**config.mk**
```make
export PLATFORM = sky130hd
export DESIGN_NAME = chardisp_init_fsm
export DESIGN_NICKNAME = d
export VERILOG_FILES = /design/src/rtl/chardisp_init_fsm.sv
export SDC_FILE = /design/constraint.sdc
export NUM_CORES = 1
export LEC_CHECK = 0
export BUFFER_PORTS_ARGS = -buffer_cell sky130_fd_sc_hd__buf_4
export CAP_MARGIN = 0
export CORE_MARGIN = 3
export CORE_UTILIZATION = 60
export CTS_CLUSTER_DIAMETER = 100
export CTS_CLUSTER_SIZE = 25
export DETAILED_ROUTE_END_ITERATION = 10
export PLACE_DENSITY = 0.82
export SETUP_SLACK_MARGIN = 0.05
export SLEW_MARGIN = 0
export SYNTH_ARGS = -nofsm -noshare
export SYNTH_HDL_FRONTEND = slang
export SYNTH_SLANG_ARGS = --single-unit
```
**constraint.sdc**
```tcl
create_clock -name clk -period 3.1 [get_ports clk]
set_input_delay 0.31 -clock clk [delete_from_list [all_inputs] [get_ports clk]]
set_output_delay 0.31 -clock clk [all_outputs]
set_load 0.005 [all_outputs]
```
**src/rtl/chardisp_init_fsm.sv**
```systemverilog
module chardisp_init_fsm #(
  parameter int PWRUP_CYC   = 50000,
  parameter int WAIT_FIRST  = 20500,
  parameter int WAIT_SECOND = 500,
  parameter int WAIT_EXEC   = 200,
  parameter int WAIT_CLEAR  = 8200
) (
  input  logic       clk,
  input  logic       rst_n,
  input  logic       start,
  input  logic       cfg_wide,
  input  logic       cfg_two_line,
  input  logic       cfg_tall_font,
  input  logic       cfg_disp_on,
  input  logic       cfg_cursor_on,
  input  logic       cfg_blink_on,
  input  logic       cfg_addr_inc,
  input  logic       cfg_scroll,
  output logic       cmd_valid,
  input  logic       cmd_ready,
  output logic [7:0] cmd_byte,
  output logic       cmd_half,
  output logic       done
);

  function automatic int max_of(input int a, input int b);
    return (a > b) ? a : b;
  endfunction

  localparam int MAXW = max_of(max_of(PWRUP_CYC, WAIT_FIRST),
                               max_of(max_of(WAIT_SECOND, WAIT_EXEC), WAIT_CLEAR));
  localparam int CW = $clog2(MAXW + 1) + 1;

  typedef enum logic [2:0] {IDLE, PWR, ISSUE, HOLD, FIN} st_t;

  st_t            st;
  logic [2:0]     step, nstep;
  logic [7:0]     cfg_q;
  logic [CW-1:0]  cnt, wait_len;
  logic           wide_q;

  assign wide_q = cfg_q[7];

  always_comb begin
    cmd_byte = 8'h30;
    cmd_half = !wide_q;
    wait_len = CW'(WAIT_EXEC);
    case (step)
      3'd0: wait_len = CW'(WAIT_FIRST);
      3'd1: wait_len = CW'(WAIT_SECOND);
      3'd2: ;
      3'd3: begin cmd_byte = 8'h20; cmd_half = 1'b1; end
      3'd4: begin cmd_byte = {3'b001, cfg_q[7:5], 2'b00}; cmd_half = 1'b0; end
      3'd5: begin cmd_byte = {5'b00001, cfg_q[4:2]}; cmd_half = 1'b0; end
      3'd6: begin cmd_byte = 8'h01; cmd_half = 1'b0; wait_len = CW'(WAIT_CLEAR); end
      default: begin cmd_byte = {6'b000001, cfg_q[1:0]}; cmd_half = 1'b0; end
    endcase
  end

  assign nstep     = (step == 3'd2 && wide_q) ? 3'd4 : step + 3'd1;
  assign cmd_valid = (st == ISSUE);
  assign done      = (st == FIN);

  always_ff @(posedge clk) begin
    if (!rst_n) begin
      st    <= IDLE;
      cnt   <= '0;
      step  <= '0;
      cfg_q <= '0;
    end else begin
      case (st)
        IDLE, FIN: if (start) begin
          cfg_q <= {cfg_wide, cfg_two_line, cfg_tall_font, cfg_disp_on,
                    cfg_cursor_on, cfg_blink_on, cfg_addr_inc, cfg_scroll};
          cnt   <= CW'(PWRUP_CYC);
          step  <= '0;
          st    <= PWR;
        end
        PWR: if (cnt == '0) st <= ISSUE; else cnt <= cnt - 1'b1;
        ISSUE: if (cmd_ready) begin
          cnt <= wait_len;
          st  <= HOLD;
        end
        HOLD: if (cnt == '0) begin
          if (step == 3'd7) st <= FIN;
          else begin
            step <= nstep;
            st   <= ISSUE;
          end
        end else cnt <= cnt - 1'b1;
        default: st <= IDLE;
      endcase
    end
  end

  assert_hold_R8: assert property (@(posedge clk) disable iff (!rst_n)
    cmd_valid && !cmd_ready |=> cmd_valid && $stable(cmd_byte) && $stable(cmd_half));

  assert_gap_after_accept_R3: assert property (@(posedge clk) disable iff (!rst_n)
    cmd_valid && cmd_ready |=> !cmd_valid);

  assert_done_quiet_R9: assert property (@(posedge clk) disable iff (!rst_n)
    done |-> !cmd_valid);

  assert_restart_R9: assert property (@(posedge clk) disable iff (!rst_n)
    done && start |=> !done && !cmd_valid);

  assert_start_delay_R2: assert property (@(posedge clk) disable iff (!rst_n)
    start && !cmd_valid && $past(!cmd_valid) |=> !cmd_valid);

endmodule

```
# Yosys cells after proc, flatten, opt, wreduce, memory -nomap -nowiden
# Cells that the tools add are included.
# classes
mux,18
mul,0
div,0
n_lt_le_gt_ge,0
bitwise,0
reduce_logical,14
add_sub_neg,2
shift,0
eq_ne,17
# op_table
op,n
17-bit two-way mux,3
17-bit case mux with 3 select lines,1
15-bit case mux with 3 select lines,1
6-bit case mux with 5 select lines,1
3-bit two-way mux,9
17-bit zero test,1
"17-bit by 1-bit subtractor with 17-bit output, second input constant",1
"3-bit equality test, second input constant",5
"3-bit by 2-bit equality test with 1-bit output, second input constant",4
3-bit case mux with 4 select lines,1
4-bit AND reduction,3
"2-bit inequality test, second input constant",5
"3-bit by 1-bit equality test with 1-bit output, second input constant",2
3-bit zero test,2
3-bit case mux with 2 select lines,1
2-bit OR reduction,2
"3-bit by 1-bit adder with 3-bit output, second input constant",1
3-bit nonzero test,1
3-bit OR reduction,1
"2-bit by 1-bit inequality test with 1-bit output, second input constant",1
1-bit case mux with 2 select lines,1
2-bit AND reduction,1
2-bit nonzero test,1
1-bit logical AND,1
1-bit zero test,1
# totals
regBits,31
in_bits,12
latch_bits,0
wordCells,55
output_inout_bits,11
mem_bits_rw,0
rom_bits,0
memories,0

# Logic depth before layout (Yosys ltp)
# depth
ltp_word,6
depth_mapped,8

# Least setup slack after synthesis
# No wires, ideal clock.
# synth_path
path_type,reg-to-reg
start,register cnt[0]
end,register cnt[12]
arrival_ns,1.717
path_buffers,1
slack_ns,1.313
period_less_slack_ns,1.787
required_ns,3.030
path_stages_with_launch,9
cell_sequence,dfxtp_1 inv_1 ha_1 or3b_1 clkbuf_1 nor3_2 nand3_1 a21o_1 a21oi_1
# synth_via
elab_chain_len,3
elab_cells_between_ends,6
classes_between,1 x add/sub; 1 x eq/ne; 2 x mux; 2 x reduce/logical
# synth_lines
element,line_no,text
from (decl),39,"logic [CW-1:0] cnt, wait_len;"
from (signal assigned),75,cnt <= CW'(PWRUP_CYC);
from (signal assigned),81,cnt <= wait_len;
from (signal assigned),90,end else cnt <= cnt - 1'b1;
17-bit by 1-bit subtractor with 17-bit output / 17-bit zero test (equally long branches),"79, 90, 84",
17-bit two-way mux / 2-bit inequality test (equally long branches),-,
17-bit case mux with 3 select lines / 4-bit AND reduction (equally long branches),-,
# Several ways; a longest one is shown, not always the timed one. The select of a mux whose other input is x is not followed.
# A chain may end at the register's enable or synchronous reset.

# Final worst setup path
# layout_path
start,register st[0]
end,register cnt[11]
# layout_via
elab_chain_len,4
elab_cells_between_ends,13
classes_between,7 x eq/ne; 1 x mux; 5 x reduce/logical
# layout_lines
element,line_no,text
from (decl),36,st_t st;
from (signal assigned),66,st <= IDLE;
from (signal assigned),77,st <= PWR;
from (signal assigned),79,PWR: if (cnt == '0) st <= ISSUE; else cnt <= cnt - 1'b1;
"3-bit by 2-bit equality test with 1-bit output, or another cell as far along",71,case (st)
2-bit OR reduction (on tied branches),-,
2-bit inequality test (no line) / 3-bit nonzero test (equally long branches),-,
4-bit AND reduction (no line),-,
# Several ways; a longest one is shown, not always the timed one.

==> results_dict.tcl <==
set metrics [dict create \
    crit_path_end_kind "register" \
    ys_ff_latch 31 \
    holdPathStages 3 \
    max_slew_margin 0.419 \
    syn_inst 257 \
    antenna_left 0 \
    antenna_found_initial 0 \
    wl_per_cell_um 14.9 \
    min_to "cfg_q[7]$_SDFFE_PN0P_" \
    ctsHoldBuffers 0 \
    post_cts_resize_count 0 \
    cts.path.max_buffers 2 \
    insertion_delay_ns 0.34 \
    cp.arrival_ns 2.60 \
    cts_made_buffers 5 \
    cellPowerDensity_nw_per_um2 749 \
    rows 20 \
    synth-warning-count 0 \
    drc_errors 0 \
    dp_hpwl_mm 3.31 \
    io_pins 23 \
    hold_start "cfg_wide" \
    via_per_inst 5.96 \
    fillers 277 \
    clk_pin_slew_ns 0.10 \
    fin_tns_setup_ns 0 \
    grtUsageTotal 0.257 \
    post_cts_buffers 0 \
    multi_input_area_um2 1230 \
    grt.overflow.total 0 \
    diodes 0 \
    seq_area_um2 621 \
    grt_pass1_wl_mm 8.09 \
    drive_gt1_frac 0.160 \
    fin_area_um2 2190 \
    clock-sinks 31 \
    place.gp.congestion 0.953 \
    timing_worst_setup_path_type "register to register" \
    grt_max_degree 26 \
    synth_edf_count 0 \
    synth_cell_types 58 \
    vias 1860 \
    die_height_um 63.4 \
    coreArea_um2 3100 \
    dieArea_um2 4020 \
    reg2reg_slack_ns 0.78 \
    cts_root_buf "clkbuf_4" \
    cts-htree-levels 2 \
    r2r-end "cnt[11]$_SDFFE_PN0P_" \
    cts_tree "done" \
    slew_violations 0 \
    worstPathRequired_ns 3.37 \
    setup_viol 0 \
    ys.flop_type "dfxtp_1" \
    peakVddDrop_mv 0.444 \
    firstDrtPassIters 4 \
    grt_pass1_vias 1731 \
    final_nets 286 \
    ff2ff_path_depth 6 \
    postRouteWirelength_mm 4.65 \
    finalPower_uw 1640 \
    start_util 0.638 \
    final-hold-violation-count 0 \
    cellLeakagePower_uw 0.000829 \
    rsz0062_at_grt "no" \
    max_freq_mhz 430 \
    ys_async_sr_fraction 0 \
    status "finished clean" \
    avgSynthCellArea_um2 7.70 \
    finalCritPeriodShare 0.750 \
    die_x_um 63.4 \
    hold_path_class "input port to register" \
    syn_area_um2 1980 \
    ys_seq_area_frac 0.314 \
    post-route-min-period_ns 2.32 \
    area_delta_synth_final_pct 10.5 \
    tightest_slew_ns 0.870 \
    path_max_fanout 17 \
    startpoint_type "register" \
    placed_cell_area_um2 2100 \
    worstReg2RegStart "st[0]$_SDFFE_PN0P_" \
    drv_cap 0 \
    port_buffers 20 \
    first_iter_violations 147 \
    clock_skew_ns 0.0136 \
]
## power breakdown
group | internal [uW] | total (uW) | switching, uW | leakage (uW)
clock | 191 | 336 | 145 | 0.0000482
combinational | 304 | 721 | 417 | 0.000526
sequential | 474 | 582 | 108 | 0.000254
total | 968 | 1640 | 670 | 0.000829
## final cells by class
| cell class | count | area share |
|---|---|---|
| clock buffer | 6 | 0.0235 |
| clock inverter | 2 | 0.0160 |
| inverter | 9 | 0.0154 |
| multi-input combinational | 198 | 0.561 |
| sequential | 31 | 0.284 |
| tap | 44 | 0.0252 |
| timing repair buffer | 22 | 0.0755 |
## synth_stat cells (2+ instances only)
library cell | instances | area, um^2
a21boi_1 | 2 | 15.0
a21o_1 | 2 | 15.0
a21oi_1 | 34 | 170
a31oi_1 | 2 | 12.5
a32o_1 | 2 | 20.0
and2_1 | 2 | 12.5
buf_2 | 10 | 50.1
buf_4 | 2 | 15.0
clkbuf_1 | 7 | 26.3
dfxtp_1 | 31 | 621
ha_1 | 7 | 87.6
inv_1 | 9 | 33.8
nand2_1 | 30 | 113
nand2b_1 | 7 | 43.8
nand3_1 | 10 | 50.1
nand4_1 | 3 | 18.8
nor2_1 | 18 | 67.6
nor2b_1 | 4 | 25.0
nor3_1 | 7 | 35.0
nor4_1 | 4 | 25.0
nor4_4 | 2 | 42.5
o21a_1 | 2 | 15.0
o21ai_0 | 8 | 40.0
o21ai_1 | 10 | 50.1
o21bai_1 | 2 | 15.0
o31ai_1 | 4 | 30.0
or3b_1 | 2 | 17.5
or4_1 | 3 | 22.5
or4_4 | 2 | 22.5
## metrics by stage
| step | util | instances | hold WS, ns | setup WS, ns |
|---|---|---|---|---|
| global route | 0.705 | 312 | 0.198 | 0.633 |
| floorplan | - | 258 | 0.436 | 1.31 |
| CTS | 0.705 | 312 | 0.200 | 0.790 |
| detailed placement | 0.677 | 304 | 0.450 | 0.812 |
| global placement | 0.677 | 304 | 0.444 | 0.895 |
| finish | 0.705 | 312 | 0.206 | 0.776 |
## layer usage
layer,part of all wire,GRT usage,vias to the layer above
met5,0,0,-
met4,0.018,0.116,0
met3,0.066,0.0535,8
met2,0.45,0.381,65
met1,0.47,0.356,840
li1,-,-,947
## cell usage in the layout (no fill, tap or decap), types with 2 or more instances in the layout
| cell type | n |
|---|---|
| nor2b_1 | 4 |
| nand2b_1 | 7 |
| or4_1 | 3 |
| or4_4 | 2 |
| dfxtp_1 | 31 |
| nand3_1 | 10 |
| nor4_1 | 4 |
| nand4_1 | 3 |
| nor3_1 | 7 |
| conb_1 | 2 |
| inv_1 | 9 |
| o21ai_0 | 8 |
| ha_1 | 7 |
| clkbuf_4 | 5 |
| a32o_1 | 2 |
| o21ai_1 | 10 |
| buf_4 | 22 |
| and2_1 | 2 |
| o21bai_1 | 2 |
| or3b_1 | 2 |
| o31ai_1 | 4 |
| a21oi_1 | 34 |
| nor4_4 | 2 |
| nor2_1 | 18 |
| a21o_1 | 2 |
| a31oi_1 | 2 |
| a21boi_1 | 2 |
| nand2_1 | 30 |
| o21a_1 | 2 |
## critical path: stages, from the launching register on
cell      delay, ns
dfxtp_1        0.47
or3b_1         0.61
o21ai_2        0.16
a21oi_2        0.13
buf_4          0.23
or4_1          0.48
a21boi_1       0.17
## cells by family after synthesis
group	count (synthesis)	synth area share
flops	31	0.314
xor+xnor	1	0.00443
simple gates	104	0.294
other cells	1	0.00189
fa+ha+maj	7	0.0442
buf+inv	29	0.0689
compound gates	83	0.267
mux	1	0.00569
## worst max-delay path by stage
stage / from / to / depth (start not counted)
finish: st[0]$_SDFFE_PN0P_ / cnt[11]$_SDFFE_PN0P_ / 6
CTS: st[0]$_SDFFE_PN0P_ / cnt[11]$_SDFFE_PN0P_ / 6
global placement: st[0]$_SDFFE_PN0P_ / cnt[11]$_SDFFE_PN0P_ / 6
global route: cnt[0]$_SDFFE_PN0P_ / cnt[10]$_SDFFE_PN0P_ / 8
floorplan: cnt[0]$_SDFFE_PN0P_ / cnt[12]$_SDFFE_PN0P_ / 8
detailed placement: st[0]$_SDFFE_PN0P_ / cnt[11]$_SDFFE_PN0P_ / 6
## flip-flops by register name, indices dropped and copies added, names as in the netlist
signal,count
cnt,17
step,3
st,3
cfg_q,8
Power figures use the tool's default switching activity.
